`config.mk`:
```
export PLATFORM = sky130hd
export DESIGN_NAME = usb_xfer_retry
export DESIGN_NICKNAME = d
export VERILOG_FILES = /design/src/rtl/usb_xfer_retry.sv
export SDC_FILE = /design/constraint.sdc
export NUM_CORES = 1
export LEC_CHECK = 0
export BUFFER_PORTS_ARGS = -buffer_cell sky130_fd_sc_hd__buf_2
export CAP_MARGIN = 5
export CELL_PAD_IN_SITES_DETAIL_PLACEMENT = 1
export CELL_PAD_IN_SITES_GLOBAL_PLACEMENT = 1
export CORE_MARGIN = 1
export CORE_UTILIZATION = 32
export CTS_CLUSTER_SIZE = 12
export DETAILED_ROUTE_END_ITERATION = 10
export PLACE_DENSITY_LB_ADDON = 0.1
export SYNTH_ARGS = -nofsm -noshare
export SYNTH_HDL_FRONTEND = slang
export SYNTH_SLANG_ARGS = --single-unit
```
`constraint.sdc`:
```
create_clock -name clk -period 2.3 [get_ports clk]
set_input_delay 0.115 -clock clk [delete_from_list [all_inputs] [get_ports clk]]
set_output_delay 0.115 -clock clk [all_outputs]
set_load 0.05 [all_outputs]
```
`src/rtl/usb_xfer_retry.sv`:
```
module usb_xfer_retry #(
  parameter int MAX_TRIES  = 4,
  parameter int REG_AW     = 5,
  parameter int LAUNCH_REG = 30,
  parameter int IRQ_REG    = 25,
  parameter int RESULT_REG = 31,
  parameter int DONE_BIT   = 7
) (
  input  logic              clk,
  input  logic              rst_n,
  input  logic              start,
  input  logic [1:0]        kind,
  input  logic              hs_out,
  input  logic [3:0]        ep,
  output logic              busy,
  output logic              done,
  output logic [3:0]        result,
  output logic              error,
  output logic              reg_req,
  output logic              reg_wr,
  output logic [REG_AW-1:0] reg_addr,
  output logic [7:0]        reg_wdata,
  input  logic              reg_ack,
  input  logic [7:0]        reg_rdata,
  input  logic [7:0]        reg_stat
);

  localparam int TW = $clog2(MAX_TRIES + 1);

  typedef enum logic [1:0] {S_IDLE, S_LAUNCH, S_POLL, S_RESULT} state_t;

  state_t        st;
  logic [7:0]    launch_val;
  logic [TW-1:0] tries;
  logic [7:0]    launch_next;
  logic [3:0]    code;
  logic          last_try;

  assign launch_next = {kind == 2'd3, 1'b0, (kind == 2'd1) || (kind == 2'd3 && hs_out),
                        kind == 2'd0, ep};
  assign code     = reg_rdata[3:0];
  assign last_try = tries == TW'(MAX_TRIES);

  assign busy      = st != S_IDLE;
  assign reg_req   = st != S_IDLE;
  assign reg_wr    = st == S_LAUNCH;
  assign reg_wdata = launch_val;
  assign reg_addr  = (st == S_LAUNCH) ? REG_AW'(LAUNCH_REG) :
                     (st == S_POLL)   ? REG_AW'(IRQ_REG) : REG_AW'(RESULT_REG);

  always_ff @(posedge clk) begin
    if (!rst_n) begin
      st         <= S_IDLE;
      launch_val <= '0;
      tries      <= '0;
      done       <= 1'b0;
      result     <= '0;
      error      <= 1'b0;
    end else begin
      done <= 1'b0;
      case (st)
        S_IDLE:
          if (start) begin
            launch_val <= launch_next;
            tries      <= TW'(1);
            st         <= S_LAUNCH;
          end
        S_LAUNCH:
          if (reg_ack) st <= reg_stat[DONE_BIT] ? S_RESULT : S_POLL;
        S_POLL:
          if (reg_ack && reg_rdata[DONE_BIT]) st <= S_RESULT;
        S_RESULT:
          if (reg_ack) begin
            if (code == 4'd0 || last_try) begin
              done   <= 1'b1;
              result <= code;
              error  <= code != 4'd0;
              st     <= S_IDLE;
            end else begin
              tries <= tries + TW'(1);
              st    <= S_LAUNCH;
            end
          end
        default: st <= S_IDLE;
      endcase
    end
  end

  a_r9_req_hold: assert property (@(posedge clk) disable iff (!rst_n)
    reg_req && !reg_ack |=> reg_req && $stable(reg_addr) && $stable(reg_wr) && $stable(reg_wdata));
  a_r8_done_pulse: assert property (@(posedge clk) disable iff (!rst_n)
    done |=> !done);
  a_r4_ok_code_zero: assert property (@(posedge clk) disable iff (!rst_n)
    done && !error |-> result == 4'd0);
  a_r6_err_code_nonzero: assert property (@(posedge clk) disable iff (!rst_n)
    done && error |-> result != 4'd0);
  a_r5_tries_cap: assert property (@(posedge clk) disable iff (!rst_n)
    busy |-> tries >= TW'(1) && tries <= TW'(MAX_TRIES));
  a_r7_busy_after_start: assert property (@(posedge clk) disable iff (!rst_n)
    !busy && start |=> busy);
  a_r2_skip_poll: assert property (@(posedge clk) disable iff (!rst_n)
    reg_req && reg_wr && reg_ack && reg_stat[DONE_BIT] |=> reg_addr == REG_AW'(RESULT_REG));
  a_r5_relaunch_same: assert property (@(posedge clk) disable iff (!rst_n)
    reg_req && reg_wr && !$rose(busy) && !$past(start) |-> $stable(reg_wdata));

endmodule

```
==> results.md <==
* Layout cell share with drive strength beyond 1 at 29.6%
* Period utilization at 77.7%
* Instance count of the mapped netlist at 112
* Area of the core at 0.00273 sq mm
* Cts hold-fix bufs at 0
* Data arrival, critical path at 2.00 ns
* Synth area leader: dfxtp_1
* Wire length per cell at 12.4 um
* Slew Limit Fails at 0
* Die H at 55.7 um
* Ant diodes at 0
* Clk_lat worst skew at 0.31 ns
* Req. time, crit path at 2.51 ns
* Max FO, Critical Path at 12
* Final hold vios at 0
* Post-CTS sizing at 0
* Violation count after the first detailed-route iteration at 12
* Total negative slack at 0 ns
* Unrepaired setup endpoints after global routing: false
* Synth top cells by count: 18 x dfxtp_1, 17 x nand2_1, 10 x nand3_1, 10 x o21ai_0, 9 x inv_1
* Die footprint at 0.00310 sq mm
* Cell area after synthesis at 923 sq um
* Die width at 55.7 um
* GRT Util Overall at 15.6%
* Post-DRT Antenna Nets at 0
* I/O Pins at 49
* Setup CP Type: reg -> reg
* Yosys warning count at 0
* Library cells used by synthesis at 28
* CTS max path bufs at 2
* Largest net degree at the start of global routing at 26
* Via count at 859
* Port Buffers at 35
* CTS tree: built
* Peak supply drop at 0.607 mV
* Power density over cell area at 1120 mW/mm^2
* Syn_area_per_cell at 8.24 sq um
* Total Wirelength at 2150 um
* Routed vias/inst at 4.97
* DP Area at 0.00108 sq mm
* Final Cell Area at 0.00111 sq mm
* Floorplan row count at 19
* Initial DRT Pass Iterations at 4
* DRC Markers at 0
* Gr ovfl total at 0
* Final setup violation count at 0
* Worst Hold Class: in -> reg
* Gp weighted congestion at 0.710
* Largest cells by area after synthesis: dfxtp_1 39%, ha_1 8.1%, nand2_1 6.9%, nand3_1 5.4%, o21ai_0 5.4%
* Max-capacitance violation count at 0
* TritonCTS Buffers at 3
* H-tree Lvls at 1
* Post-synth EDFFs at 0
* Postcts setup bufs at 0
* Status: finished clean
* Number of global-route vias before repair at 859
* Layout net count at 176
* Area growth, synth to finish at 20.6%
* Final min period at 1.79 ns
* Synth Register Bits at 18
* CTS sink cnt at 18
* Count leader, synth: dfxtp_1
* Seq/Total Area, Yosys at 39.0%
* Dpl hpwl at 1620 um
* Worst Clk Skew at 0.0105 ns
* Initial antenna violation count at 0
* Initial core utilization at 33.8%
* Element type at the critical path end: flip-flop
* Leak at 0.519 nW
* Ys flop type: dfxtp_1
* Top cell type's share of synthesized area at 39.0%
* Post-layout total power at 1.24 mW
* CTS Root Cell: clkbuf_4
* Fraction of registers with async set/reset at 0%
* Global-route wire length before repair at 3820 um
* Worst-path clk slew at 0.12 ns
* Crit start category: flip-flop
* Fmax at 560 MHz
-- cells by family after synthesis --
logic type / share of synthesized area (%)
AOI/OAI and AO/OA: 18.8
adders and majority gates: 8.13
buffers and inverters: 10.6
DFF: 39.0
muxes: 1.08
other: 0.813
and+or+nand+nor: 21.5
-- layer usage --
layer,GRT usage (%),vias up,part of all wire [%]
li1,-,429,-
met1,19.1,401,45
met2,26.7,24,49
met3,2.33,5,4.3
met4,7.50,0,1.8
met5,0,-,0
-- power breakdown --
part	internal [mW]	total, mW	leakage [nW]	switching [mW]
logic	0.161	0.656	0.352	0.495
registers	0.354	0.383	0.147	0.0289
clock network	0.0967	0.205	0.0210	0.108
total	0.611	1.24	0.519	0.633
-- registers in the layout (all words and copies together), names as in the netlist --
signal,count
done,1
st,2
reg_wdata,7
result,4
tries,3
error,1
-- final cells by class --
class / instances / area [sq um]
fillers: 347 / 1620
multi-input cells: 76 / 469
flip-flops and latches: 18 / 360
repair buffers: 35 / 175
well taps: 31 / 38.8
clock buffers: 4 / 36.3
inverters: 9 / 33.8
-- critical path: stages, from the launching register on --
cell	delay, ns
dfxtp_1	0.36
inv_1	0.11
ha_1	0.34
nand2_1	0.32
o211ai_1	0.29
a21oi_2	0.05
a41o_1	0.21
-- cells in the final DEF (no fill, tap or decap), types with 3 or more instances in the layout --
cell      count
a21boi_0      5
and2_1        3
buf_2        35
clkbuf_4      3
conb_1        3
dfxtp_1      18
ha_1          6
inv_1         9
nand2_1      17
nand3_1      10
o21ai_0      10
-- worst paths after layout --
path / startpoint / to / slack, ns / depth (start not counted)
worst max-delay path: st[0] / tries[2] / 0.51 / 6
worst min-delay path: reg_rdata[3] / result[3] / 0.05 / 3
worst max register to register: st[0] / tries[2] / 0.51 / 6
worst min register to register: result[0] / result[0] / 0.46 / 2
-- through the flow --
step	util, %	cells	setup WS (ns)	hold slack (ns)
2_1_floorplan	-	113	0.699	0.245
3_3_place_gp	39.4	169	0.566	0.346
3_5_place_dp	39.4	169	0.524	0.366
4_1_cts	40.7	173	0.499	0.0474
5_1_grt	40.7	173	0.342	0.0644
6_report	40.7	173	0.514	0.0466
Note: power is estimated with default switching activity, not from simulation.
